===== config.mk =====
export PLATFORM = sky130hd
export DESIGN_NAME = sync_master_rx
export DESIGN_NICKNAME = d
export VERILOG_FILES = /design/src/rtl/smr_pkg.sv /design/src/rtl/smr_clkgen.sv /design/src/rtl/smr_shifter.sv /design/src/rtl/smr_fifo.sv /design/src/rtl/sync_master_rx.sv
export SDC_FILE = /design/constraint.sdc
export NUM_CORES = 1
export LEC_CHECK = 0
export ABC_CLOCK_PERIOD_IN_PS = 2950
export BUFFER_PORTS_ARGS = -buffer_cell sky130_fd_sc_hd__buf_2
export CORE_MARGIN = 2
export CORE_UTILIZATION = 52
export CTS_CLUSTER_SIZE = 28
export DETAILED_ROUTE_END_ITERATION = 8
export HOLD_SLACK_MARGIN = 0.15
export PLACE_DENSITY = 0.87
export SETUP_SLACK_MARGIN = 0.1
export SYNTH_ARGS = -nofsm -noshare
export SYNTH_HDL_FRONTEND = slang
export SYNTH_SLANG_ARGS = --single-unit

===== constraint.sdc =====
create_clock -name clk -period 2.95 [get_ports clk]
set_clock_uncertainty 0.2 [all_clocks]
set_input_delay 0.4425 -clock clk [delete_from_list [all_inputs] [get_ports clk]]
set_output_delay 0.4425 -clock clk [all_outputs]
set_load 0.05 [all_outputs]

===== src/rtl/smr_pkg.sv =====
package smr_pkg;
    localparam int SMR_DATA_W = 8;
    localparam int SMR_CTRL_W = 4;

    typedef struct packed {
        logic                  b9;
        logic [SMR_DATA_W-1:0] data;
    } smr_word_t;

    typedef struct packed {
        logic ie;
        logic nine;
        logic cont;
        logic single;
    } smr_ctrl_t;
endpackage


===== src/rtl/smr_clkgen.sv =====
module smr_clkgen #(
    parameter int DIV_W = 8
) (
    input  logic             clk,
    input  logic             rst_n,
    input  logic             run_i,
    input  logic [DIV_W-1:0] div_i,
    output logic             sclk_o,
    output logic             fall_o
);
    typedef struct packed {
        logic [DIV_W-1:0] cnt;
        logic             sclk;
    } cg_state_t;

    cg_state_t q, d;

    always_comb begin
        d      = q;
        fall_o = 1'b0;
        if (!run_i) begin
            d.cnt  = '0;
            d.sclk = 1'b0;
        end else if (q.cnt >= div_i) begin
            d.cnt  = '0;
            d.sclk = !q.sclk;
            fall_o = q.sclk;
        end else begin
            d.cnt = q.cnt + DIV_W'(1);
        end
    end

    always_ff @(posedge clk or negedge rst_n) begin
        if (!rst_n) q <= '0;
        else        q <= d;
    end

    assign sclk_o = q.sclk;

    AST_SCLK_IDLE: assert property (@(posedge clk) disable iff (!rst_n)
        !run_i |=> !sclk_o);
endmodule


===== src/rtl/smr_shifter.sv =====
module smr_shifter
    import smr_pkg::*;
(
    input  logic      clk,
    input  logic      rst_n,
    input  logic      run_i,
    input  logic      nine_i,
    input  logic      fall_i,
    input  logic      sdata_i,
    output logic      done_o,
    output smr_word_t word_o
);
    localparam int SH_W  = SMR_DATA_W + 1;
    localparam int CNT_W = $clog2(SH_W + 1);

    typedef struct packed {
        logic [SH_W-1:0]  sh;
        logic [CNT_W-1:0] cnt;
    } sh_state_t;

    sh_state_t q, d;
    logic [CNT_W-1:0] last_idx;

    always_comb begin
        d        = q;
        done_o   = 1'b0;
        last_idx = nine_i ? CNT_W'(SH_W - 1) : CNT_W'(SMR_DATA_W - 1);
        word_o   = '0;
        if (!run_i) begin
            d.cnt = '0;
        end else if (fall_i) begin
            d.sh = {sdata_i, q.sh[SH_W-1:1]};
            if (q.cnt >= last_idx) begin
                d.cnt  = '0;
                done_o = 1'b1;
            end else begin
                d.cnt = q.cnt + CNT_W'(1);
            end
        end
        if (nine_i) begin
            word_o.b9   = d.sh[SH_W-1];
            word_o.data = d.sh[SMR_DATA_W-1:0];
        end else begin
            word_o.b9   = 1'b0;
            word_o.data = d.sh[SH_W-1:1];
        end
    end

    always_ff @(posedge clk or negedge rst_n) begin
        if (!rst_n) q <= '0;
        else        q <= d;
    end

    AST_DONE_ON_FALL: assert property (@(posedge clk) disable iff (!rst_n)
        done_o |-> (fall_i && run_i));
    AST_BITCNT_RANGE: assert property (@(posedge clk) disable iff (!rst_n)
        q.cnt < CNT_W'(SH_W));
endmodule


===== src/rtl/smr_fifo.sv =====
module smr_fifo
    import smr_pkg::*;
#(
    parameter int DEPTH = 2
) (
    input  logic      clk,
    input  logic      rst_n,
    input  logic      push_i,
    input  smr_word_t wdata_i,
    input  logic      pop_i,
    output smr_word_t head_o,
    output logic      empty_o,
    output logic      full_o
);
    localparam int PW = (DEPTH > 1) ? $clog2(DEPTH) : 1;
    localparam int CW = $clog2(DEPTH + 1);

    typedef struct packed {
        smr_word_t [DEPTH-1:0] mem;
        logic [PW-1:0]         wp;
        logic [PW-1:0]         rp;
        logic [CW-1:0]         cnt;
    } ff_state_t;

    ff_state_t q, d;
    logic do_push, do_pop;

    function automatic logic [PW-1:0] nxt(input logic [PW-1:0] p);
        return (p == PW'(DEPTH - 1)) ? '0 : p + PW'(1);
    endfunction

    always_comb begin
        d       = q;
        empty_o = (q.cnt == '0);
        full_o  = (q.cnt == CW'(DEPTH));
        do_push = push_i && !full_o;
        do_pop  = pop_i && !empty_o;
        head_o  = q.mem[q.rp];
        if (do_push) begin
            d.mem[q.wp] = wdata_i;
            d.wp        = nxt(q.wp);
        end
        if (do_pop) d.rp = nxt(q.rp);
        case ({do_push, do_pop})
            2'b10:   d.cnt = q.cnt + CW'(1);
            2'b01:   d.cnt = q.cnt - CW'(1);
            default: d.cnt = q.cnt;
        endcase
    end

    always_ff @(posedge clk or negedge rst_n) begin
        if (!rst_n) q <= '0;
        else        q <= d;
    end

    AST_COUNT_BOUND: assert property (@(posedge clk) disable iff (!rst_n)
        q.cnt <= CW'(DEPTH));
    AST_NO_PUSH_FULL: assert property (@(posedge clk) disable iff (!rst_n)
        push_i |-> !full_o);
    AST_EMPTY_POP_HOLD: assert property (@(posedge clk) disable iff (!rst_n)
        (pop_i && empty_o && !push_i) |=> empty_o);
endmodule


===== src/rtl/sync_master_rx.sv =====
module sync_master_rx
    import smr_pkg::*;
#(
    parameter int DIV_W      = 8,
    parameter int FIFO_DEPTH = 2
) (
    input  logic                  clk,
    input  logic                  rst_n,
    input  logic                  ctrl_we,
    input  logic [SMR_CTRL_W-1:0] ctrl_wdata,
    input  logic [DIV_W-1:0]      div_val,
    input  logic                  data_rd,
    input  logic                  sdata_i,
    output logic [SMR_CTRL_W-1:0] ctrl_rdata,
    output logic                  sclk_o,
    output logic                  rx_ready,
    output logic                  rx_overrun,
    output logic                  rx_bit9,
    output logic [SMR_DATA_W-1:0] rx_data,
    output logic                  rx_irq
);
    typedef struct packed {
        smr_ctrl_t ctrl;
        logic      ovr;
    } top_state_t;

    top_state_t q, d;
    smr_ctrl_t  wr_ctrl;
    logic       run, fall, done, push, full, empty;
    smr_word_t  sh_word, head;

    assign wr_ctrl = smr_ctrl_t'(ctrl_wdata);
    assign run     = q.ctrl.cont || q.ctrl.single;

    smr_clkgen #(.DIV_W(DIV_W)) u_clkgen (
        .clk    (clk),
        .rst_n  (rst_n),
        .run_i  (run),
        .div_i  (div_val),
        .sclk_o (sclk_o),
        .fall_o (fall)
    );

    smr_shifter u_shifter (
        .clk     (clk),
        .rst_n   (rst_n),
        .run_i   (run),
        .nine_i  (q.ctrl.nine),
        .fall_i  (fall),
        .sdata_i (sdata_i),
        .done_o  (done),
        .word_o  (sh_word)
    );

    smr_fifo #(.DEPTH(FIFO_DEPTH)) u_fifo (
        .clk     (clk),
        .rst_n   (rst_n),
        .push_i  (push),
        .wdata_i (sh_word),
        .pop_i   (data_rd),
        .head_o  (head),
        .empty_o (empty),
        .full_o  (full)
    );

    always_comb begin
        d    = q;
        push = done && !q.ovr && !full;
        if (ctrl_we) begin
            d.ctrl = wr_ctrl;
            if (!wr_ctrl.cont) d.ovr = 1'b0;
        end else begin
            if (done && full) d.ovr = 1'b1;
            if (done && q.ctrl.single && !q.ctrl.cont) d.ctrl.single = 1'b0;
        end
    end

    always_ff @(posedge clk or negedge rst_n) begin
        if (!rst_n) q <= '0;
        else        q <= d;
    end

    assign ctrl_rdata = q.ctrl;
    assign rx_overrun = q.ovr;
    assign rx_ready   = !empty;
    assign rx_data    = head.data;
    assign rx_bit9    = head.b9;
    assign rx_irq     = rx_ready && q.ctrl.ie;

    AST_OVR_NO_PUSH: assert property (@(posedge clk) disable iff (!rst_n)
        q.ovr |-> !push);
    AST_SINGLE_SELF_CLR: assert property (@(posedge clk) disable iff (!rst_n)
        (done && q.ctrl.single && !q.ctrl.cont && !ctrl_we) |=> !ctrl_rdata[0]);
    AST_CONT_KEEPS_SINGLE: assert property (@(posedge clk) disable iff (!rst_n)
        (q.ctrl.single && q.ctrl.cont && !ctrl_we) |=> ctrl_rdata[0]);
    AST_OVR_CLEAR: assert property (@(posedge clk) disable iff (!rst_n)
        (ctrl_we && !ctrl_wdata[1]) |=> !rx_overrun);
    AST_IRQ_GATE: assert property (@(posedge clk) disable iff (!rst_n)
        rx_irq |-> rx_ready);
endmodule


* Yosys cells after proc, flatten, opt, wreduce, memory -nomap -nowiden
Cells that the tools add are included.
** Storage, ports and cells
- Input port bits :: 17
- Flip-flop bits (word level) :: 49
** Operators by class
- Eq/ne operators :: 6
- Muxes and demuxes :: 26
- Reduce and logical (&&, ||, !) cells :: 20
- Add/sub/neg operators :: 6
- Magnitude comparators :: 5
** Operators by type and width (number)
- 9-bit two-way mux :: 6
- 18-bit bitwise mux :: 1
- 13-bit two-way mux :: 1
- 4-bit two-way mux :: 3
- 1-bit two-way mux :: 11
- 9-bit demux with 1-bit select :: 1
- 1-bit logical AND :: 9
- 8-bit by 1-bit adder with 8-bit output, second input constant :: 1
- 8-bit greater-or-equal comparator :: 1
- 8-bit two-way mux :: 1
- 2-bit inequality test, second input constant :: 3
- 2-bit nonzero test :: 3
- 1-bit zero test :: 5
- 4-bit by 1-bit adder with 4-bit output, second input constant :: 1
- 2-bit equality test, second input constant :: 2
- 4-bit greater-or-equal comparator :: 1
- 1-bit by 2-bit < comparator with 1-bit output, second input constant :: 2
- 2-bit case mux with 2 select lines :: 1
- 1-bit adder, second input constant :: 2
- 2-bit by 1-bit adder with 2-bit output, second input constant :: 1
- 2-bit by 1-bit equality test with 1-bit output, second input constant :: 1
- 2-bit zero test :: 1
- 2-bit two-way mux :: 1
- 2-bit AND reduction :: 1
- other kinds (3) :: 3

* Logic depth before layout (Yosys ltp)
Gate-level depths: netlist (run 1).
- Depth in word-level cells :: 10
- Mapped depth :: 12
- Depth with buffers taken out :: 11

* Cells and area by module
Synthesis (run 1) repeated with hierarchy kept, for this count alone.
** Unflattened totals
- Cells, all modules :: 238
- Area, all modules :: 2731.4 um^2
** By module, submodules not included
- smr_fifo :: sequential area each 550.5 um^2, area each 992.2 um^2, cells an instance 66, times used 1
- smr_shifter :: sequential area each 325.3 um^2, area each 842.1 um^2, cells an instance 84, times used 1
- smr_clkgen :: sequential area each 225.2 um^2, area each 679.4 um^2, cells an instance 69, times used 1
- sync_master_rx :: sequential area each 125.1 um^2, area each 217.7 um^2, cells an instance 19, times used 1

* Worst setup path after synthesis (run 1)
No wires, ideal clock.
- Path kind :: reg2reg
- From :: register q, in the netlist ctrl_rdata[2]
- To :: register u_fifo.q[1] (netlist name)
- Required time :: 2.671 ns
- Arrival time :: 2.854 ns
- Stages on the path, launching flop included :: 12
- Setup slack :: -0.184 ns
- Library setup time :: 0.079 ns
- Path buffers :: 1
- Cells stage by stage :: dfrtp_1 > clkbuf_1 > inv_1 > ha_1 > nand2b_1 > a21o_1 > a21o_1 > a21oi_1 > or4_1 > ha_1 > nor2_1 > xor2_1
** Between the ends
- Word-level cells in the longest chain between the ends :: 10
- Elaborated cells between the ends (all ways) :: 12
- Those cells by class :: 1 x order compare; 2 x eq/ne; 5 x mux; 4 x reduce/logical
** RTL lines
- start, declared :: line sync_master_rx.sv:27 : top_state_t q, d;
- start signal, assigned :: line sync_master_rx.sv:79 : if (!rst_n) q <= '0;
- start signal, assigned :: line sync_master_rx.sv:80 : else q <= d;
- 4-bit two-way mux * :: line smr_shifter.sv:27 : last_idx = nine_i ? CNT_W'(SH_W - 1) : CNT_W'(SMR_DATA_W - 1);
- 4-bit greater-or-equal comparator * :: line smr_shifter.sv:33 : if (q.cnt >= last_idx) begin
- 1-bit two-way mux * :: line smr_shifter.sv:33
- 1-bit two-way mux * :: line smr_shifter.sv:31 : end else if (fall_i) begin
- 1-bit two-way mux * :: line smr_shifter.sv:29 : if (!run_i) begin
- 1-bit logical AND * (2 in a row) :: line sync_master_rx.sv:68 : push = done && !q.ovr && !full;
- 1-bit logical AND * :: line smr_fifo.sv:36 : do_push = push_i && !full_o;
- 2-bit by 1-bit equality test with 1-bit output or 2-bit equality test (tied branches) :: line smr_fifo.sv:44 : case ({do_push, do_pop})
- 2-bit case mux with 2 select lines or 2-bit nonzero test (tied branches)
- end, declared :: line smr_fifo.sv:25 : ff_state_t q, d;
Mark *: on every way between the ends. The rest lies on a longest branch, timed or not.
A chain may end at the register's enable or synchronous reset.

* Final worst setup path (run 1)
- From :: register u_clkgen.q[3] (netlist name)
- To :: register u_fifo.q[1] (netlist name)
** Between the ends
- Word-level cells in the longest chain between the ends :: 10
- Elaborated cells between the ends (all ways) :: 12
- Those cells by class :: 1 x order compare; 2 x eq/ne; 5 x mux; 4 x reduce/logical
** RTL lines
- start, declared :: line smr_clkgen.sv:16 : cg_state_t q, d;
- start signal, assigned :: line smr_clkgen.sv:34 : if (!rst_n) q <= '0;
- start signal, assigned :: line smr_clkgen.sv:35 : else q <= d;
- 8-bit greater-or-equal comparator * :: line smr_clkgen.sv:24 : end else if (q.cnt >= div_i) begin
- 1-bit two-way mux * :: line smr_clkgen.sv:24
- 1-bit two-way mux * :: line smr_clkgen.sv:21 : if (!run_i) begin
- 1-bit two-way mux * :: line smr_shifter.sv:31
- 1-bit two-way mux * :: line smr_shifter.sv:29
- 1-bit logical AND * (2 in a row) :: line sync_master_rx.sv:68
- 1-bit logical AND * :: line smr_fifo.sv:36
- 2-bit by 1-bit equality test with 1-bit output or 2-bit equality test (tied branches) :: line smr_fifo.sv:44
- 2-bit case mux with 2 select lines or 2-bit nonzero test (tied branches)
Marks and branches as above.

==> results of run 1 <==
[through the flow]
step | cells | hold WS, ns
after global routing | 362 | 0.165
after detailed placement | 349 | 0.280
final | 362 | 0.148
after floorplan | 248 | -0.0531
after CTS | 360 | 0.153
after global placement | 349 | 0.283
[metal layers]
layer | vias to the layer above | share of wire | track usage | wire length (um)
li1 | 957 | - | - | -
met1 | 968 | 0.46 | 0.264 | 2530
met2 | 53 | 0.48 | 0.326 | 2610
met3 | 10 | 0.045 | 0.0450 | 246
met4 | 0 | 0.018 | 0.0818 | 101
met5 | - | 0 | 0 | 0
[state kept, by name, indices dropped and copies added, names as in the netlist]
name and cells:
u_clkgen.sclk_o 1, rx_overrun 1, u_clkgen.q 8, u_shifter.q 13, ctrl_rdata 4, u_fifo.q 22
[placed cells by master (no fill, tap or decap), drive strengths merged, types with 3 or more instances in the layout]
cell | netlist | routed
xor2 | 8 | 8
and2 | 9 | 9
nand2 | 20 | 20
nand2b | 4 | 4
o22ai | 7 | 7
a21oi | 5 | 5
mux2 | 37 | 37
nand3 | 8 | 8
nor2 | 13 | 13
buf | 3 | 42
o211ai | 7 | 7
dfrtp | 49 | 49
nand4 | 3 | 3
ha | 15 | 15
xnor2 | 5 | 5
clkbuf | 5 | 6
o21ai | 10 | 10
inv | 13 | 13
nor2b | 8 | 8
[Yosys cell counts, types with 5 or more instances]
master / n / area (um2)
o21ai_0: 7 / 35.0
nor2_1: 13 / 48.8
o22ai_1: 7 / 43.8
and2_1: 9 / 56.3
a21oi_1: 5 / 25.0
nand2_1: 20 / 75.1
mux2_2: 37 / 417
dfrtp_1: 49 / 1230
o211ai_1: 7 / 52.6
xnor2_1: 5 / 43.8
xor2_1: 8 / 70.1
ha_1: 15 / 188
clkbuf_1: 5 / 18.8
inv_1: 13 / 48.8
nand3_1: 8 / 40.0
nor2b_1: 8 / 50.1
[worst reg2reg max path, stage by stage, from the launching register on]
cell	delay, ns
dfrtp_1	0.43
ha_1	0.30
o21ai_1	0.06
a211o_1	0.34
o21bai_4	0.17
nand2_4	0.10
or4_4	0.51
ha_1	0.33
nor2_1	0.14
xor2_1	0.15
[power by group through the flow]
stage / logic (mW) / clock network (mW) / registers, mW
3_3_place_gp: 0.346 / 0 / 0.810
5_1_grt: 0.434 / 0.543 / 0.808
2_1_floorplan: 0.267 / 0 / 0.793
3_5_place_dp: 0.356 / 0 / 0.811
4_1_cts: 0.361 / 0.513 / 0.799
6_report: 0.395 / 0.507 / 0.797
[what timing repair did]
| action | 4_1_cts | 5_1_grt |
|---|---|---|
| endpoints found under the hold margin | 27 | 0 |
| buffers inserted | 1 | 2 |
| cloned | 0 | 0 |
| pin swaps | 0 | 3 |
| hold buffers | 2 | 0 |
| endpoints found under the setup margin | 14 | 21 |
| gates resized for setup | 3 | 5 |
[final timing paths]
kind                               start               to  slack [ns]  cells after the start
min in group asynchronous          rst_n     u_fifo.q[18]        0.48                      2
hold reg to reg              u_fifo.q[1]      u_fifo.q[1]        0.30                      1
setup / recovery           u_clkgen.q[3]      u_fifo.q[1]        0.17                      9
max in group asynchronous          rst_n  u_clkgen.sclk_o        1.52                      3
hold / removal             ctrl_wdata[0]    ctrl_rdata[0]        0.15                      3
setup reg to reg           u_clkgen.q[3]      u_fifo.q[1]        0.17                      9
[final cells by class]
| cell class | count | area share |
|---|---|---|
| Sequential cell | 49 | 0.387 |
| Timing Repair Buffer | 44 | 0.0837 |
| Multi-Input combinational cell | 178 | 0.448 |
| Inverter | 13 | 0.0154 |
| Tap cell | 70 | 0.0276 |
| Clock inverter | 2 | 0.0118 |
| Clock buffer | 6 | 0.0261 |
[logic make-up (layout without fill, tap and decap cells)]
kind of cell | after synthesis | after routing | synth area share
mux | 37 | 37 | 0.155
compound gates | 40 | 40 | 0.100
simple gates | 73 | 73 | 0.147
flops | 49 | 49 | 0.455
fa+ha+maj | 15 | 15 | 0.0696
buf+inv | 21 | 65 | 0.0316
xor+xnor | 13 | 13 | 0.0422
==> results.py, run 1 <==
metrics = {
    "run_status": {
        "outcome": "finished clean",
    },
    "critical_path": {
        "critPathMaxStageDelay_ns": 0.50,
        "crit_chain": "ha_1, o21ai_1, a211o_1, o21bai_4, nand2_4, or4_4, ha_1, nor2_1, xor2_1",
        "critPathMostFrequentCell": "ha_1",
        "slowest_stage": "or4_4",
        "arrival_ns": 2.82,
        "cp_top_family": "simple AND/OR/NAND/NOR gates",
        "cp_max_fo": 4,
        "path_class": "flip-flop to flip-flop",
        "cp_data_required_time_ns": 2.99,
        "cp_num_buf_inv": 0,
        "critPathLaunchType": "flip-flop",
        "cp-end-kind": "flip-flop",
    },
    "power_and_ir_drop": {
        "clockPowerShare": 0.299,
        "p_per_area_nw_per_um2": 536,
        "comb_power_share": 0.232,
        "p_int_mw": 1.16,
        "switching_share": 0.316,
        "peakVddDrop_uv": 381,
        "power_frac_seq": 0.469,
        "leakage_nw": 1.63,
        "p_switching_mw": 0.537,
        "finalPower_mw": 1.70,
    },
    "logic_synthesis": {
        "synth_ff_type": "dfrtp_1",
        "syn-num-nets": 280,
        "synth_edf_count": 0,
        "synth_cell_types": 36,
        "syn_area_um2": 2700,
        "synth_cells": 248,
        "ys_async_sr_fraction": 1.00,
        "yosys_register_bits": 49,
        "yosys_warnings": 0,
        "ys_seq_area_frac": 0.455,
        "syn_avg_cell_area_um2": 10.9,
    },
    "grt": {
        "globalRoute.totalOverflow": 0,
        "antenna_found_initial": 0,
        "grtUsageTotal": 0.201,
        "grt_pass1_wl_mm": 9.32,
        "grt_max_degree": 28,
        "grt_pass1_vias": 1966,
    },
    "layout": {
        "final_nets": 323,
        "syn_to_final_growth_pct": 17.5,
        "post-route-util": 0.628,
        "regArea_um2": 1230,
        "multiInputGateArea_um2": 1420,
        "final_area_um2": 3170,
        "n_antenna_cell": 0,
        "drive_above_1_share": 0.336,
        "fill_cells": 384,
    },
    "clocking": {
        "cts_sinks": 49,
        "cts_buffers": 5,
        "h-tree-depth": 2,
        "cts_root_buf": "clkbuf_8",
        "cts_tree": "built",
        "clockBufferDepth": 2,
        "clk_pin_slew_ns": 0.09,
        "clk-insertion-delay-late_ns": 0.31,
    },
    "detailed_routing": {
        "vias": 1988,
        "first_pass_iters": 4,
        "ant_nets": 0,
        "routed_wl_mm": 5.50,
        "vias_per_cell": 5.49,
        "post_drt_wl_per_cell_um": 15.2,
        "drc": 0,
        "drtIter0Drc": 130,
    },
    "sta": {
        "slew_violations": 0,
        "finalHoldViolCount": 0,
        "setup_tns_ns": 0,
        "worst_pin_slew_ns": 0.792,
        "period_minus_slack_ns": 2.78,
        "max_slew_margin": 0.469,
        "fin_ws_ns": 0.171,
        "fin_crit_sh": 0.942,
        "max_freq_mhz": 360,
        "setup_viol": 0,
        "rsz0062_at_grt": "yes",
    },
    "floorplanning": {
        "start_util": 0.534,
        "die_y_um": 76.0,
        "die_x_um": 76.0,
        "rows": 26,
        "dieArea_um2": 5770,
        "core_area_um2": 5040,
        "ios": 34,
    },
    "job": {
        "max-cap-violations": 0,
    },
    "place": {
        "portBuffers": 33,
        "gp_congestion": 0.861,
        "dp_slack_ns": -0.131,
        "place_area_um2": 2970,
        "hpwl_mm": 3.88,
    },
    "hold_path": {
        "hold_path_class": "input pin to flip-flop",
    },
}
No activity file was read; power rests on OpenSTA's default activity.
==> inputs of run 2 (changes only) <==
--- a/config.mk
+++ b/config.mk
@@ -6,13 +6,13 @@
 export NUM_CORES = 1
 export LEC_CHECK = 0
 export ABC_CLOCK_PERIOD_IN_PS = 2950
-export BUFFER_PORTS_ARGS = -buffer_cell sky130_fd_sc_hd__buf_2
 export CORE_MARGIN = 2
-export CORE_UTILIZATION = 52
+export CORE_UTILIZATION = 57
 export CTS_CLUSTER_SIZE = 28
 export DETAILED_ROUTE_END_ITERATION = 8
+export DONT_BUFFER_PORTS = 1
 export HOLD_SLACK_MARGIN = 0.15
-export PLACE_DENSITY = 0.87
+export PLACE_DENSITY = 0.86
 export SETUP_SLACK_MARGIN = 0.1
 export SYNTH_ARGS = -nofsm -noshare
 export SYNTH_HDL_FRONTEND = slang
==> run 2 against run 1 <==
Effect of this change: maximum frequency is 3.5% higher; core utilization increased by 4.8 points; worst setup slack gained 0.093 ns; routed wire length fell by 5.5%; critical path type unchanged.
==> results.py, run 2 (synthesis gave the netlist of run 1 again) <==
metrics = {
    "detailed_routing": {
        "routed_wl_mm": 5.19,
        "drc": 0,
        "vias": 1917,
        "drtIter0Drc": 116,
        "post_drt_wl_per_cell_um": 15.9,
        "ant_nets": 0,
        "first_pass_iters": 4,
        "vias_per_cell": 5.88,
    },
    "critical_path": {
        "cp_num_buf_inv": 0,
        "crit_cells": 10,
        "path_class": "flip-flop to flip-flop",
        "worstRegToRegCells": 10,
        "crit_chain": "ha_1, o21ai_1, a211o_1, o21bai_2, nand2_2, or4_4, ha_4, xnor2_2, nor2_2, xor2_1",
        "cp-end-kind": "flip-flop",
        "critPathLaunchType": "flip-flop",
        "slowest_stage": "or4_4",
        "arrival_ns": 2.71,
        "critPathMaxStageDelay_ns": 0.46,
        "cp_data_required_time_ns": 2.98,
        "cp_max_fo": 5,
        "cp_top_family": "simple AND/OR/NAND/NOR gates",
    },
    "sta": {
        "period_minus_slack_ns": 2.69,
        "setup_viol": 0,
        "max_slew_margin": 0.539,
        "rsz0062_at_grt": "no",
        "finalHoldViolCount": 0,
        "fin_crit_sh": 0.910,
        "setup_tns_ns": 0,
        "max_freq_mhz": 372,
        "worst_pin_slew_ns": 0.686,
        "slew_violations": 0,
    },
    "power_and_ir_drop": {
        "clockPowerShare": 0.291,
        "power_frac_seq": 0.480,
        "p_switching_mw": 0.512,
        "p_int_mw": 1.16,
        "switching_share": 0.306,
        "p_per_area_nw_per_um2": 534,
        "leakage_nw": 1.53,
        "peakVddDrop_uv": 292,
        "comb_power_share": 0.228,
    },
    "layout": {
        "final_area_um2": 3130,
        "finalNonFillerCells": 326,
        "drive_above_1_share": 0.276,
        "mostFrequentLayoutCell": "dfrtp_1",
        "mostFrequentLayoutCells": "47 x dfrtp_1, 37 x mux2_2, 19 x nand2_1",
        "syn_to_final_growth_pct": 16.2,
        "fill_cells": 356,
        "post-route-util": 0.677,
        "largest-register": "u_fifo.q",
        "n_antenna_cell": 0,
        "largest_register_ffs": 22,
        "reg.largest.list": "u_fifo.q: 22 flops, u_shifter.q: 13 flops, u_clkgen.q: 8 flops",
        "final_nets": 303,
    },
    "place": {
        "gp_congestion": 0.796,
        "portBuffers": 0,
        "hpwl_mm": 3.56,
        "place_area_um2": 2830,
        "numPlacedInstances": 306,
    },
    "grt": {
        "grt_pass1_wl_mm": 8.67,
        "antenna_found_initial": 0,
        "grtUsageTotal": 0.212,
        "globalRoute.totalOverflow": 0,
        "grt_pass1_vias": 1850,
        "grt_max_degree": 50,
    },
    "clocking": {
        "clk-insertion-delay-late_ns": 0.30,
        "clk_pin_slew_ns": 0.08,
        "cts_root_buf": "clkbuf_8",
        "cts_sinks": 49,
        "cts_tree": "built",
        "cts_buffers": 5,
        "clockBufferDepth": 2,
        "h-tree-depth": 2,
    },
    "floorplanning": {
        "start_util": 0.582,
        "rows": 25,
        "dieArea_um2": 5290,
        "ios": 34,
        "die_x_um": 72.8,
        "die_y_um": 72.8,
        "core_area_um2": 4630,
    },
    "hold_path": {
        "hold_path_class": "input pin to flip-flop",
        "hold_depth": 2,
    },
    "job": {
        "max-cap-violations": 0,
    },
    "run_status": {
        "outcome": "finished clean",
    },
}
==> run 2: changes by cell type in the layout (fill, tap and decap cells not counted), sizes merged <==
cell / change
clkinvlp: -1
dlygate4sd3: +5
clkbuf: +1
buf: -25
==> run 2: layout make-up <==
cell class | instances | area, um2 | area share
Clock inverter | 1 | 30.0 | 0.00958
Multi-Input combinational cell | 178 | 1430 | 0.456
Timing Repair Buffer | 24 | 243 | 0.0775
Inverter | 13 | 48.8 | 0.0156
Sequential cell | 49 | 1230 | 0.392
Clock buffer | 7 | 86.3 | 0.0276
Tap cell | 54 | 67.6 | 0.0216
==> run 2: final timing paths <==
kind | from | endpoint | slack (ns)
worst max-delay path | u_clkgen.q[3] | u_fifo.q[1] | 0.26
worst min-delay path | ctrl_we | rx_overrun | 0.16
worst max register to register | u_clkgen.q[3] | u_fifo.q[1] | 0.26
worst min register to register | u_fifo.q[3] | u_fifo.q[3] | 0.30
max in group asynchronous | rst_n | u_clkgen.q[6] | 1.87
min in group asynchronous | rst_n | u_fifo.q[9] | 0.47
==> run 2: what timing repair did <==
item,4_1_cts,5_1_grt
pin swaps,0,5
endpoints found under the setup margin,8,19
hold endpoints to repair,54,0
setup buffers,0,4
gates resized for setup,2,6
gates cloned,0,0
hold buffers,8,0
==> run 2: power by group through the flow <==
stage / combinational [mW] / sequential, mW / clock, mW
final: 0.382 / 0.803 / 0.487
after global placement: 0.319 / 0.812 / 0
after detailed placement: 0.331 / 0.814 / 0
after floorplan: 0.267 / 0.793 / 0
after global routing: 0.422 / 0.813 / 0.527
after CTS: 0.360 / 0.801 / 0.494
==> run 2: per-layer routing <==
metal	vias up	wire length [um]	GRT usage
li1	925	-	-
met4	0	121	0.0844
met5	-	0	0
met3	15	188	0.0525
met2	48	2500	0.326
met1	929	2390	0.288
==> run 2: per-stage QoR <==
step	power, mW	hold WS [ns]	setup slack (ns)
after global routing	1.76	0.158	0.0942
after detailed placement	1.14	-0.0524	0.00273
after floorplan	1.06	-0.0531	0.100
after global placement	1.13	-0.0524	0.108
after CTS	1.66	0.156	0.122
final	1.67	0.158	0.264
==> inputs of run 3 (changes only) <==
--- a/config.mk
+++ b/config.mk
@@ -12,7 +12,7 @@
 export DETAILED_ROUTE_END_ITERATION = 8
 export DONT_BUFFER_PORTS = 1
 export HOLD_SLACK_MARGIN = 0.15
-export PLACE_DENSITY = 0.86
+export PLACE_DENSITY_LB_ADDON = 0.3
 export SETUP_SLACK_MARGIN = 0.1
 export SYNTH_ARGS = -nofsm -noshare
 export SYNTH_HDL_FRONTEND = slang
==> run 3 against run 2 <==
Effect of this change: worst setup slack worse by 0.11 ns; sequential cell count unchanged; die area did not move; non-clock buffer count is 5 lower; power down 5.9%; highest routed layer unchanged.
==> results.py, run 3 (synthesis gave the netlist of run 1 again) <==
metrics = {
    "clocking": {
        "clk_pin_slew_ns": 0.09,
        "h-tree-depth": 2,
        "clk-insertion-delay-late_ns": 0.31,
        "clockBufferDepth": 2,
        "cts_root_buf": "clkbuf_8",
        "cts_buffers": 5,
        "cts_sinks": 49,
        "cts_tree": "built",
    },
    "hold_path": {
        "hold_path_class": "input pin to flip-flop",
        "hold_depth": 2,
        "min_from": "ctrl_we",
        "hold_end": "rx_overrun",
    },
    "detailed_routing": {
        "drc": 0,
        "vias": 1846,
        "vias_per_cell": 5.75,
        "post_drt_wl_per_cell_um": 15.6,
        "drtIter0Drc": 79,
        "routed_wl_mm": 5.02,
        "first_pass_iters": 4,
        "ant_nets": 0,
    },
    "floorplanning": {
        "die_x_um": 72.8,
        "ios": 34,
        "die_y_um": 72.8,
        "core_area_um2": 4630,
        "start_util": 0.582,
        "rows": 25,
        "dieArea_um2": 5290,
    },
    "job": {
        "max-cap-violations": 0,
    },
    "critical_path": {
        "path_class": "flip-flop to flip-flop",
        "critPathMaxStageDelay_ns": 0.54,
        "crit_chain": "ha_1, o21ai_1, a211o_1, o21bai_2, nand2_2, or4_4, ha_4, xnor2_1, nor2_2, xor2_1",
        "worstRegToRegCells": 10,
        "cp_num_buf_inv": 0,
        "r2r_start": "u_clkgen.q[3]",
        "reg2reg_slack_ns": 0.15,
        "critPathLaunchType": "flip-flop",
        "cp_max_fo": 5,
        "cp-end-kind": "flip-flop",
        "slowest_stage": "or4_4",
        "cp_data_required_time_ns": 2.95,
        "arrival_ns": 2.80,
        "cp_top_family": "simple AND/OR/NAND/NOR gates",
        "r2r_end": "u_fifo.q[1]",
    },
    "layout": {
        "mostFrequentLayoutCells": "47 x dfrtp_1, 37 x mux2_2, 19 x nand2_1",
        "final_nets": 298,
        "n_antenna_cell": 0,
        "drive_above_1_share": 0.262,
        "largest-register": "u_fifo.q",
        "mostFrequentLayoutCell": "dfrtp_1",
        "fill_cells": 367,
        "largest_register_ffs": 22,
        "post-route-util": 0.654,
        "reg.largest.list": "u_fifo.q: 22 flops, u_shifter.q: 13 flops, u_clkgen.q: 8 flops",
        "syn_to_final_growth_pct": 12.3,
        "final_area_um2": 3030,
    },
    "place": {
        "place_area_um2": 2810,
        "hpwl_mm": 3.55,
        "gp_congestion": 0.793,
        "dp_slack_ns": 0.0254,
        "portBuffers": 0,
    },
    "sta": {
        "slew_violations": 0,
        "fin_crit_sh": 0.949,
        "setup_viol": 0,
        "max_freq_mhz": 357,
        "period_minus_slack_ns": 2.80,
        "finalHoldViolCount": 0,
        "fin_ws_ns": 0.151,
        "worst_pin_slew_ns": 0.688,
        "max_slew_margin": 0.538,
        "rsz0062_at_grt": "yes",
    },
    "run_status": {
        "outcome": "finished clean",
    },
    "grt": {
        "grt_pass1_wl_mm": 8.42,
        "grtUsageTotal": 0.207,
        "globalRoute.totalOverflow": 0,
        "use_met2": 0.336,
        "antenna_found_initial": 0,
        "grt_pass1_vias": 1799,
        "grt.busiest_layer": "met2",
        "grt_use_met1": 0.274,
        "grtUsageMet3": 0.0539,
        "grt_max_degree": 50,
    },
    "power_and_ir_drop": {
        "leakage_nw": 1.48,
        "peakVddDrop_uv": 405,
        "p_per_area_nw_per_um2": 520,
        "finalPower_mw": 1.57,
    },
}
[run 3: repair_timing]
| action | in CTS | in global routing |
|---|---|---|
| hold endpoints to repair | 55 | 0 |
| buffers inserted | 0 | 1 |
| pin swaps | 0 | 4 |
| endpoints found under the setup margin | 20 | 20 |
| resized for setup | 2 | 4 |
| hold buffers | 8 | 0 |
[run 3: final cells by class]
cell class,count,area (um2),area share
clock buffers,5,68.8,0.0227
multi-input cells,178,1410,0.466
repair buffers,19,180,0.0595
inverters,13,48.8,0.0161
well taps,54,67.6,0.0223
flip-flops and latches,49,1230,0.406
clock inverters,3,22.5,0.00744
[run 3: worst max path at each step]
stage                        startpoint        endpoint  slack (ns)  depth (start not counted)
final                     u_clkgen.q[3]     u_fifo.q[1]        0.15                         10
after global routing      u_clkgen.q[3]     u_fifo.q[1]      -0.003                         10
after CTS                 u_clkgen.q[3]     u_fifo.q[1]        0.11                          9
after detailed placement     div_val[2]  u_shifter.q[2]        0.03                          8
after global placement       div_val[2]     u_fifo.q[1]        0.12                         10
after floorplan              div_val[2]     u_fifo.q[1]        0.10                         10
[run 3: metrics by stage]
step	TNS, ns	std cells	hold WS, ns
after global routing	-0.00296	321	0.155
after floorplan	0	248	-0.0531
after CTS	0	320	0.161
final	0	321	0.169
after global placement	0	304	-0.0518
after detailed placement	0	304	-0.0518
[run 3: power by group]
group          internal [mW]  switching, mW
Combinational          0.157          0.209
Sequential             0.721         0.0801
Clock                  0.167          0.241
Total                   1.04          0.530
[run 3: per-layer routing]
layer / wire, um / part of all wire / up-vias
li1: - / - / 911
met1: 2380 / 0.47 / 909
met2: 2420 / 0.48 / 20
met3: 150 / 0.030 / 6
met4: 63 / 0.013 / 0
met5: 0 / 0 / -
